**src/rtl/mfp_pkg.sv**
```systemverilog
// Package mfp_pkg
// Shared constants, target numbering and the function-code decoder of the
// pin router. The target numbering is internal; only the code values and the
// reference/output ordering inside a group are behaviour.
package mfp_pkg;
    localparam int CODE_W   = 7;
    localparam int NUM_REF  = 8;
    localparam int NUM_OUT  = 4;

    // internal target numbering
    localparam int TGT_HOLD  = 0;
    localparam int TGT_FREE  = 1;
    localparam int TGT_PRST  = 2;
    localparam int TGT_PINC  = 3;
    localparam int TGT_PDEC  = 4;
    localparam int TGT_MON0  = 5;
    localparam int TGT_TMO0  = TGT_MON0 + NUM_REF;
    localparam int TGT_OEN0  = TGT_TMO0 + NUM_REF;
    localparam int TGT_OEALL = TGT_OEN0 + NUM_OUT;
    localparam int TGT_SYNC  = TGT_OEALL + 1;
    localparam int NUM_TGT   = TGT_SYNC + 1;
    localparam int TGT_W     = $clog2(NUM_TGT);

    // code group bases
    localparam int CODE_HOLD = 16;
    localparam int CODE_PRST = 18;
    localparam int CODE_MON  = 32;
    localparam int CODE_TMO  = 48;
    localparam int CODE_OEN  = 64;
    localparam int CODE_SYNC = CODE_OEN + NUM_OUT + 1;

    typedef struct packed {
        logic             hit;
        logic [TGT_W-1:0] idx;
    } tgt_sel_t;

    // Map one function code to a target; hit is 0 for unused codes.
    function automatic tgt_sel_t decode_code(input logic [CODE_W-1:0] code);
        tgt_sel_t s;
        int c;
        c = int'(code);
        s.hit = 1'b0;
        s.idx = '0;
        if (c >= CODE_HOLD && c < CODE_PRST) begin
            s.hit = 1'b1;
            s.idx = TGT_W'(TGT_HOLD + (c - CODE_HOLD));
        end else if (c >= CODE_PRST && c < CODE_PRST + 3) begin
            s.hit = 1'b1;
            s.idx = TGT_W'(TGT_PRST + (c - CODE_PRST));
        end else if (c >= CODE_MON && c < CODE_MON + NUM_REF) begin
            s.hit = 1'b1;
            s.idx = TGT_W'(TGT_MON0 + (c - CODE_MON));
        end else if (c >= CODE_TMO && c < CODE_TMO + NUM_REF) begin
            s.hit = 1'b1;
            s.idx = TGT_W'(TGT_TMO0 + (c - CODE_TMO));
        end else if (c >= CODE_OEN && c <= CODE_OEN + NUM_OUT) begin
            s.hit = 1'b1;
            s.idx = TGT_W'(TGT_OEN0 + (c - CODE_OEN));
        end else if (c == CODE_SYNC) begin
            s.hit = 1'b1;
            s.idx = TGT_W'(TGT_SYNC);
        end
        return s;
    endfunction
endpackage

```
**src/rtl/mfp_code_regs.sv**
```systemverilog
// Module mfp_code_regs
// Holds one function code per pin, loaded through a parallel write port.
// Assumes sel < NUM_PINS; a larger sel writes nothing. Reset clears all codes.
module mfp_code_regs
    import mfp_pkg::*;
#(
    parameter int NUM_PINS = 8,
    parameter int SEL_W    = $clog2(NUM_PINS)
) (
    input  logic                               clk,
    input  logic                               rst_n,
    input  logic                               we,
    input  logic [SEL_W-1:0]                   sel,
    input  logic [CODE_W-1:0]                  code_in,
    output logic [NUM_PINS-1:0][CODE_W-1:0]    codes
);
    for (genvar p = 0; p < NUM_PINS; p++) begin : g_slot
        // Load slot p when it is addressed by a write.
        always_ff @(posedge clk) begin
            if (!rst_n)
                codes[p] <= '0;
            else if (we && sel == SEL_W'(p))
                codes[p] <= code_in;
        end
    end
endmodule

```
**src/rtl/mfp_sync.sv**
```systemverilog
// Module mfp_sync
// Multi-stage flop synchronizer for asynchronous pin levels. Assumes
// STAGES >= 1; the output lags the input by STAGES rising edges.
module mfp_sync #(
    parameter int WIDTH  = 8,
    parameter int STAGES = 2
) (
    input  logic             clk,
    input  logic             rst_n,
    input  logic [WIDTH-1:0] d,
    output logic [WIDTH-1:0] q
);
    logic [STAGES-1:0][WIDTH-1:0] chain;

    for (genvar s = 0; s < STAGES; s++) begin : g_stage
        // Shift the pin levels one stage down the chain.
        always_ff @(posedge clk) begin
            if (!rst_n)
                chain[s] <= '0;
            else if (s == 0)
                chain[s] <= d;
            else
                chain[s] <= chain[(s == 0) ? 0 : s - 1];
        end
    end

    assign q = chain[STAGES-1];
endmodule

```
**src/rtl/mfp_route.sv**
```systemverilog
// Module mfp_route
// Decodes every pin's function code and resolves conflicts: for each target
// the lowest-indexed pin that selects it supplies the level. A target that
// no pin selects reads 0. Purely combinational.
module mfp_route
    import mfp_pkg::*;
#(
    parameter int NUM_PINS = 8
) (
    input  logic [NUM_PINS-1:0][CODE_W-1:0] codes,
    input  logic [NUM_PINS-1:0]             pin_lvl,
    output logic [NUM_TGT-1:0]              tgt_lvl
);
    tgt_sel_t [NUM_PINS-1:0] sel;

    for (genvar p = 0; p < NUM_PINS; p++) begin : g_dec
        // Decode the code of pin p.
        assign sel[p] = decode_code(codes[p]);
    end

    // Scan pins from the highest index down so the lowest match is kept.
    always_comb begin
        tgt_lvl = '0;
        for (int t = 0; t < NUM_TGT; t++) begin
            for (int p = NUM_PINS - 1; p >= 0; p--) begin
                if (sel[p].hit && sel[p].idx == TGT_W'(t))
                    tgt_lvl[t] = pin_lvl[p];
            end
        end
    end
endmodule

```
**src/rtl/mfp_edge_stage.sv**
```systemverilog
// Module mfp_edge_stage
// Registers the routed target levels and produces a one-cycle rise flag per
// target. Assumes the input is already synchronous to clk.
module mfp_edge_stage #(
    parameter int WIDTH = 8
) (
    input  logic             clk,
    input  logic             rst_n,
    input  logic [WIDTH-1:0] lvl_in,
    output logic [WIDTH-1:0] lvl_q,
    output logic [WIDTH-1:0] rise_q
);
    // Hold the level and flag where it went from 0 to 1 this edge.
    always_ff @(posedge clk) begin
        if (!rst_n) begin
            lvl_q  <= '0;
            rise_q <= '0;
        end else begin
            lvl_q  <= lvl_in;
            rise_q <= lvl_in & ~lvl_q;
        end
    end
endmodule

```
**src/rtl/mfp_router.sv**
```systemverilog
// Module mfp_router
// Top of the multifunction pin router: code slots, pin synchronizer,
// priority routing, edge stage and one-shot strap capture after reset.
// Assumes pins_in is asynchronous and rst_n is synchronous to clk.
module mfp_router
    import mfp_pkg::*;
#(
    parameter int NUM_PINS    = 8,
    parameter int SYNC_STAGES = 2,
    parameter int SEL_W       = $clog2(NUM_PINS)
) (
    input  logic                clk,
    input  logic                rst_n,
    input  logic                cfg_we,
    input  logic [SEL_W-1:0]    cfg_sel,
    input  logic [CODE_W-1:0]   cfg_code,
    input  logic [NUM_PINS-1:0] pins_in,
    output logic                mode_holdover,
    output logic                mode_freerun,
    output logic                phase_reset_pulse,
    output logic                phase_inc_pulse,
    output logic                phase_dec_pulse,
    output logic [NUM_REF-1:0]  mon_override,
    output logic [NUM_REF-1:0]  timeout_force,
    output logic [NUM_OUT-1:0]  out_enable,
    output logic                dist_sync_pulse,
    output logic [NUM_PINS-1:0] strap_cfg,
    output logic                strap_valid
);
    localparam int CNT_W = $clog2(SYNC_STAGES + 1) + 1;

    logic [NUM_PINS-1:0][CODE_W-1:0] code_q;
    logic [NUM_PINS-1:0]             pin_s;
    logic [NUM_TGT-1:0]              tgt_lvl;
    logic [NUM_TGT-1:0]              tgt_q;
    logic [NUM_TGT-1:0]              tgt_rise;
    logic [CNT_W-1:0]                strap_cnt;

    mfp_code_regs #(.NUM_PINS(NUM_PINS), .SEL_W(SEL_W)) u_regs (
        .clk     (clk),
        .rst_n   (rst_n),
        .we      (cfg_we),
        .sel     (cfg_sel),
        .code_in (cfg_code),
        .codes   (code_q)
    );

    mfp_sync #(.WIDTH(NUM_PINS), .STAGES(SYNC_STAGES)) u_sync (
        .clk   (clk),
        .rst_n (rst_n),
        .d     (pins_in),
        .q     (pin_s)
    );

    mfp_route #(.NUM_PINS(NUM_PINS)) u_route (
        .codes   (code_q),
        .pin_lvl (pin_s),
        .tgt_lvl (tgt_lvl)
    );

    mfp_edge_stage #(.WIDTH(NUM_TGT)) u_edge (
        .clk    (clk),
        .rst_n  (rst_n),
        .lvl_in (tgt_lvl),
        .lvl_q  (tgt_q),
        .rise_q (tgt_rise)
    );

    // Count edges since reset and capture the strap word once the chain is full.
    always_ff @(posedge clk) begin
        if (!rst_n) begin
            strap_cnt   <= '0;
            strap_cfg   <= '0;
            strap_valid <= 1'b0;
        end else if (!strap_valid) begin
            if (strap_cnt == CNT_W'(SYNC_STAGES)) begin
                strap_cfg   <= pin_s;
                strap_valid <= 1'b1;
            end else begin
                strap_cnt <= strap_cnt + 1'b1;
            end
        end
    end

    // Map registered levels and rise flags onto the named outputs.
    assign mode_holdover     = tgt_q[TGT_HOLD];
    assign mode_freerun      = tgt_q[TGT_FREE];
    assign phase_reset_pulse = tgt_rise[TGT_PRST];
    assign phase_inc_pulse   = tgt_rise[TGT_PINC];
    assign phase_dec_pulse   = tgt_rise[TGT_PDEC];
    assign dist_sync_pulse   = tgt_rise[TGT_SYNC];
    assign mon_override      = tgt_q[TGT_MON0 +: NUM_REF];
    assign timeout_force     = tgt_q[TGT_TMO0 +: NUM_REF];

    for (genvar o = 0; o < NUM_OUT; o++) begin : g_oen
        // Each enable is its own routed level or the enable-all level.
        assign out_enable[o] = tgt_q[TGT_OEN0 + o] | tgt_q[TGT_OEALL];
    end
endmodule

```
**config.mk**
```make
export PLATFORM = sky130hd
export DESIGN_NAME = mfp_router
export DESIGN_NICKNAME = d
export VERILOG_FILES = /design/src/rtl/mfp_pkg.sv /design/src/rtl/mfp_code_regs.sv /design/src/rtl/mfp_sync.sv /design/src/rtl/mfp_route.sv /design/src/rtl/mfp_edge_stage.sv /design/src/rtl/mfp_router.sv
export SDC_FILE = /design/constraint.sdc
export NUM_CORES = 1
export LEC_CHECK = 0
export CAP_MARGIN = 20
export CORE_MARGIN = 2
export CORE_UTILIZATION = 32
export DETAILED_ROUTE_END_ITERATION = 10
export HOLD_SLACK_MARGIN = 0.06
export REMOVE_ABC_BUFFERS = 1
export SLEW_MARGIN = 0
export SYNTH_ARGS = -nofsm -noshare
export SYNTH_HDL_FRONTEND = slang
export SYNTH_SLANG_ARGS = --single-unit
```
**constraint.sdc**
```tcl
create_clock -name clk -period 3.7 [get_ports clk]
set_input_delay 0.74 -clock clk [delete_from_list [all_inputs] [get_ports clk]]
set_output_delay 0.74 -clock clk [all_outputs]
set_load 0.02 [all_outputs]
```
======== After elaboration in Yosys (flattened, before gate mapping) ========
Cells that the tools add are included.
cells by class
  add/subtract/negate cells ............... 73
  magnitude comparators ................... 80
  equality and inequality tests ........... 224
  muxes and demuxes ....................... 266
  bitwise logic cells ..................... 8
  reduce and logical (&&, ||, !) cells .... 275
operator list
  operator                                                           count
  == test 5 bit, second input constant                               88
  == test 5 x 4 -> 1 bit, second input constant                      64
  2-to-1 mux 6 bit                                                   48
  logical AND 1 bit                                                  264
  2-to-1 mux 1 bit                                                   218
  == test 5 x 3 -> 1 bit, second input constant                      32
  subtractor 5 bit, second input constant                            24
  greater-or-equal comparator 7 x 5 -> 1 bit, second input constant  16
  greater-or-equal comparator 7 x 6 -> 1 bit, second input constant  16
  less-than comparator 7 x 5 -> 1 bit, second input constant         16
  less-than comparator 7 x 6 -> 1 bit, second input constant         16
  adder 5 bit, first input constant                                  16
  == test 5 x 2 -> 1 bit, second input constant                      16
  subtractor 5 x 1 -> 5 bit, second input constant                   16
  == test 7 bit, second input constant                               8
  greater-or-equal comparator 7 bit, second input constant           8
  <= comparator 7 bit, second input constant                         8
  adder 3 x 5 -> 5 bit, first input constant                         8
  adder 4 x 5 -> 5 bit, first input constant                         8
  == test 5 x 1 -> 1 bit, second input constant                      8
  logical NOT 5 bit                                                  8
  bitwise AND 27 bit                                                 1
  inverter 27 bit                                                    1
  == test 3 bit, second input constant                               4
  7 further kinds                                                    14
word-level totals
  register bits ........................... 138
  bits of input ports ..................... 21
  output and inout bits ................... 35
  word-level logic and storage cells ...... 941

======== Logic depth before layout (Yosys ltp) ========
  word-level depth ........................ 18
  gate-level depth with buffers ........... 12
  depth with buffers taken out ............ 10

======== Cells and area by module ========
A second synthesis with hierarchy kept.
unflattened totals
  cell total of the unflattened synthesis .. 1,362
  area total of the unflattened synthesis .. 10,779.1 um^2
by module, submodules not included
  module          times used  cells each  area each (um^2)  sequential area each (um^2)
  mfp_route       1           951         6,144.6           0.0
  mfp_code_regs   1           197         2,059.5           1,121.1
  mfp_edge_stage  1           113         1,546.5           1,081.0
  mfp_router      1           60          521.8             240.2
  mfp_sync        1           41          506.7             320.3

======== Least setup slack after synthesis ========
OpenSTA, ideal clock, no wires.
  path kind ............................... register to register
  from .................................... register u_regs.codes[14] (netlist name)
  to ...................................... register u_edge.rise_q[3]
  setup time .............................. 0.116 ns
  arrival time ............................ 2.865 ns
  data required time ...................... 3.584 ns
  path slack .............................. 0.720 ns
  cell stages (with the launch flop) ...... 12
  cells stage by stage .................... dfxtp_1 clkbuf_1 inv_1 ha_1 or3b_2 o2bb2ai_1 or4_1 nor3_1 o2bb2a_1 o21ai_0 o311ai_1 and3b_1
on the way
  word-level cells in the longest chain between the ends .. 13
ends and longest elaborated chain
  element                                                  RTL line                      RTL
  start: declaration                                       mfp_code_regs.sv:15           output logic [NUM_PINS-1:0][CODE_W-1:0] codes
  start signal: indexed assignment                         mfp_code_regs.sv:23           codes[p] <= code_in;
  subtractor 5 x 1 -> 5 bit, or another cell as far along  mfp_pkg.sv:52, mfp_pkg.sv:58
  adder 5 bit, or another cell as far along                mfp_pkg.sv:58                 s.idx = TGT_W'(TGT_OEN0 + (c - CODE_OEN));
  2-to-1 mux 6 bit                                         mfp_pkg.sv:56                 end else if (c >= CODE_OEN && c <= CODE_OEN + NUM_OUT) begin
  2-to-1 mux 6 bit                                         mfp_pkg.sv:53                 end else if (c >= CODE_TMO && c < CODE_TMO + NUM_REF) begin
  2-to-1 mux 6 bit                                         mfp_pkg.sv:50                 end else if (c >= CODE_MON && c < CODE_MON + NUM_REF) begin
  2-to-1 mux 6 bit                                         mfp_pkg.sv:47                 end else if (c >= CODE_PRST && c < CODE_PRST + 3) begin
  2-to-1 mux 6 bit *                                       mfp_pkg.sv:44                 if (c >= CODE_HOLD && c < CODE_PRST) begin
  == test 5 x 2 -> 1 bit                                   mfp_route.sv:26               if (sel[p].hit && sel[p].idx == TGT_W'(t))
  logical AND 1 bit *                                      mfp_route.sv:26
  2-to-1 mux 1 bit * (3 in series)                         mfp_route.sv:26
  bitwise AND 27 bit *                                     mfp_edge_stage.sv:20          rise_q <= lvl_in & ~lvl_q;
  end signal: assignment                                   mfp_edge_stage.sv:20
  end: declaration                                         mfp_edge_stage.sv:11          output logic [WIDTH-1:0] rise_q
Mark *: on every way between the ends. The rest lies on a longest branch, timed or not.
A chain may end at the register's enable or synchronous reset.

======== Worst setup path after layout ========
  from .................................... register u_regs.codes[35] (netlist name)
  to ...................................... register u_edge.lvl_q[13]
on the way
  word-level cells in the longest chain between the ends .. 15
ends and longest elaborated chain
  element                                                  RTL line                      RTL
  subtractor 5 x 1 -> 5 bit, or another cell as far along  mfp_pkg.sv:52, mfp_pkg.sv:58
  adder 5 bit, or another cell as far along                mfp_pkg.sv:58
  2-to-1 mux 6 bit                                         mfp_pkg.sv:56
  2-to-1 mux 6 bit                                         mfp_pkg.sv:53
  2-to-1 mux 6 bit                                         mfp_pkg.sv:50
  2-to-1 mux 6 bit                                         mfp_pkg.sv:47
  2-to-1 mux 6 bit *                                       mfp_pkg.sv:44
  == test 5 x 4 -> 1 bit                                   mfp_route.sv:26
  logical AND 1 bit *                                      mfp_route.sv:26
  2-to-1 mux 1 bit * (6 in series)                         mfp_route.sv:26
  end signal: assignment                                   mfp_edge_stage.sv:19          lvl_q <= lvl_in;
  end: declaration                                         mfp_edge_stage.sv:10          output logic [WIDTH-1:0] lvl_q,
Marks and branches as above.

==> summary.txt <==
Critical path
  – FF-to-FF End: u_edge.lvl_q[13]
  – Worst setup SP type: flop
  – Worst path slowest cell: a2111oi_0
  – Max incr delay on CP: 530 ps
  – R2r startpoint: u_regs.codes[35]
  – Critical path origin: u_regs.codes[35]
  – Crit Path Class: reg -> reg
  – R2r worst-path depth: 9
  – Critical Path RT: 4020 ps
  – Reg-to-reg setup timing slack: 240 ps
  – CP arrival: 3780 ps
  – CP endpoint kind: flop
  – Worst setup endpoint: u_edge.lvl_q[13]
  – Maximum fanout along the worst path: 12
  – CP Cell Sequence: ha_1 > nor2b_1 > a2111oi_0 > o211ai_1 > nor2_1 > nand2_1 > a311oi_1 > o221ai_1 > a211oi_1

Pwr
  – Clock power share: 0.467
  – Sw frac: 0.3144
  – Leakage: 3.992 nW
  – Cell Int Power: 2.427 mW
  – PD cells: 291.6 nW/µm²
  – Flop pwr share: 0.379
  – Switching power: 1.113 mW
  – Peak VDD IR: 0.2770 mV
  – Comb power frac: 0.155

Clock network
  – Clock latency at the later pin of the worst-skew pair: 440 ps
  – Root Buffer Master: clkbuf_16
  – # clock sinks: 115
  – Clock Tree Buf Depth: 2
  – Post-CTS Setup Bufs: 0
  – # hold bufs at CTS: 0
  – Htree depth: 4
  – TritonCTS clock tree: done
  – Total CTS buffers: 17
  – Reg clk slew, reported paths: 70 ps
  – Post-CTS Resized: 0

Final layout
  – Final core area utilization: 0.3731
  – Fillers: 3462
  – Most frequent cells in the layout: nor2_1 (160), dfxtp_1 (115), nand2_1 (113), a21oi_1 (78), buf_4 (56)
  – Area of the multi-input gates: 7611 µm²
  – Commonest non-fill, non-tap cell in the layout: nor2_1
  – Layout cell share with drive strength beyond 1: 0.1015
  – Nets: 1482
  – Non-Filler Instances: 1891
  – P&R area growth vs syn: 15.03%
  – Reg area: 2302 µm²

Floorplanning
  – Die W: 185.6 µm
  – Rows: 66
  – DIE HEIGHT: 185.6 µm
  – Die ar.: 34450 µm²
  – Core Box Area: 32540 µm²
  – Starting Density: 0.3243
  – Total I/O pin count: 56

Placed design
  – Placed cell count: 1858
  – GP Congestion: 0.9748
  – DP HPWL: 29.91 mm
  – Port bufs: 55

Timing
  – Slew @ Worst Pin: 1128 ps
  – Final Cycle Share: 0.9348
  – Minimum clock period: 3459 ps
  – Final Hold Violating Endpoints: 0
  – Slew margin rel.: 0.2480
  – Final setup vio count: 0
  – Final setup TNS: 0 ps
  – Peak Freq: 289.1 MHz
  – Max Clock Skew: 12.46 ps
  – RSZ-0062 raised after global routing: no
  – Slew Viols, Final: 0

Synthesis
  – Synth Area in Adders: 0.03083
  – Asr flop ratio synth: 0
  – Post-synthesis mux area share: 0.05715
  – Post-Syn Instances: 1420
  – Post-synth EDFFs: 0
  – Largest family of logic cells by synthesized area: compound AO/OA/AOI/OAI gates
  – YS warnings: 0
  – Seq cells post-synth: 115
  – Yosys cell types: 92
  – Compound-Gate Fraction of Synth Area: 0.3223
  – Post-Synth XOR/XNOR Area: 0.007470
  – Post-synthesis simple-gate area fraction: 0.3035
  – Post-Syn Area: 10550 µm²
  – Seq/Total Area, Yosys: 0.2182
  – Main synth FF type: dfxtp_1
  – Synthesized area per cell: 7.431 µm²

Drt
  – Final ANT Viol Nets: 0
  – Post-DR vias/cell: 6.247
  – Initial DRC Count: 1628
  – Via count: 11814
  – Pre-antenna DRT Iters: 8
  – Detailed Route WL: 39.65 mm
  – # DRC: 0
  – Drt wl/cell: 20.97 µm

GRT
  – First-pass GRT wire length: 61.33 mm
  – Vias in the first global route: 10701
  – Grt ovf: 0
  – Tot GR Track Use: 0.2284
  – Initial antenna violation count: 1
  – Largest net degree at the start of global routing: 43

Worst hold path
  – WHS Path Cells: 1
  – Class of the worst hold path: reg -> reg

Run
  – Max cap viols: 0

Outcome
  – Status: finished, final reports clean
-- worst max-delay path: cells and delay by family (launching register included) --
| family | cells | cell delay [ps] |
|---|---|---|
| adders and majority gates | 1 | 280 |
| AOI/OAI and AO/OA | 5 | 1870 |
| and+or+nand+nor | 3 | 770 |
| DFF | 1 | 410 |
-- worst min path at each step --
stage,from,endpoint,slack (ps)
finish,u_edge.lvl_q[26],u_edge.rise_q[26],390
floorplan,u_edge.lvl_q[26],u_edge.rise_q[26],370
CTS,u_edge.lvl_q[26],u_edge.rise_q[26],400
global placement,u_edge.lvl_q[26],u_edge.rise_q[26],380
detailed placement,u_edge.lvl_q[26],u_edge.rise_q[26],390
global route,u_edge.lvl_q[26],u_edge.rise_q[26],400
-- metal layers --
layer,routed length (µm),track usage,vias up
met1,17960,0.3286,5612
met4,1264,0.08315,0
met2,16720,0.3388,637
met3,3706,0.03991,101
met5,0,0,-
li1,-,-,5464
-- flip-flops by register name (all words and copies together) (netlist names) --
name	flops
strap_valid	1
strap_cnt	3
u_edge.rise_q	4
u_sync.q	8
u_regs.codes	56
u_edge.lvl_q	27
strap_cfg	8
u_sync.chain	8
-- Yosys cell counts, types with 16 or more instances --
cell / number / area share
inv_1: 32 / 0.011
nor2_1: 160 / 0.057
a211oi_1: 23 / 0.016
o31ai_1: 16 / 0.011
buf_4: 18 / 0.013
or3_1: 18 / 0.011
mux2i_1: 54 / 0.051
nand2_1: 113 / 0.040
clkbuf_1: 80 / 0.028
nor3b_1: 20 / 0.014
and2_1: 29 / 0.017
o211ai_1: 25 / 0.018
nand3_1: 55 / 0.026
nand4_1: 17 / 0.010
o22ai_1: 31 / 0.018
o32ai_1: 20 / 0.017
a21oi_1: 78 / 0.037
nand2b_1: 23 / 0.014
o21ai_0: 46 / 0.022
ha_1: 26 / 0.031
nor3_1: 48 / 0.023
dfxtp_1: 115 / 0.22
or2_2: 18 / 0.011
-- cell families (layout without fill, tap and decap cells) --
logic type                 after synthesis  after routing
other                                    0              1
muxes                                   59             59
adders and majority gates               26             26
and+or+nand+nor                        603            603
DFF                                    115            115
buffers and inverters                  149            177
xor gates and xnor gates                 9              9
AOI/OAI and AO/OA                      459            459
-- power groups by stage --
stage	Combinational, mW	Sequential, mW	Clock (mW)
2_1_floorplan	0.317	1.37	0
3_3_place_gp	0.530	1.36	0
3_5_place_dp	0.535	1.37	0
4_1_cts	0.538	1.34	1.68
5_1_grt	0.592	1.35	1.73
6_report	0.548	1.34	1.65
-- layout make-up --
cell class / instances / area share
timing repair buffer: 111 / 0.07998
clock buffer: 17 / 0.03504
multi-input combinational: 1156 / 0.6270
tap: 442 / 0.04556
inverter: 34 / 0.01051
antenna: 1 / 0.0002061
sequential: 115 / 0.1897
clock inverter: 15 / 0.01206
-- per-stage QoR --
stage	area, µm²	worst slack (ps)	hold WS (ps)	total power [mW]
3_5_place_dp	11560	324.4	388.0	1.900
5_1_grt	12140	14.15	403.4	3.668
4_1_cts	12140	313.1	396.9	3.559
6_report	12140	241.2	387.9	3.539
2_1_floorplan	10040	838.2	369.5	1.685
3_3_place_gp	11560	386.9	377.3	1.893
(Power assumes the default switching activity.)
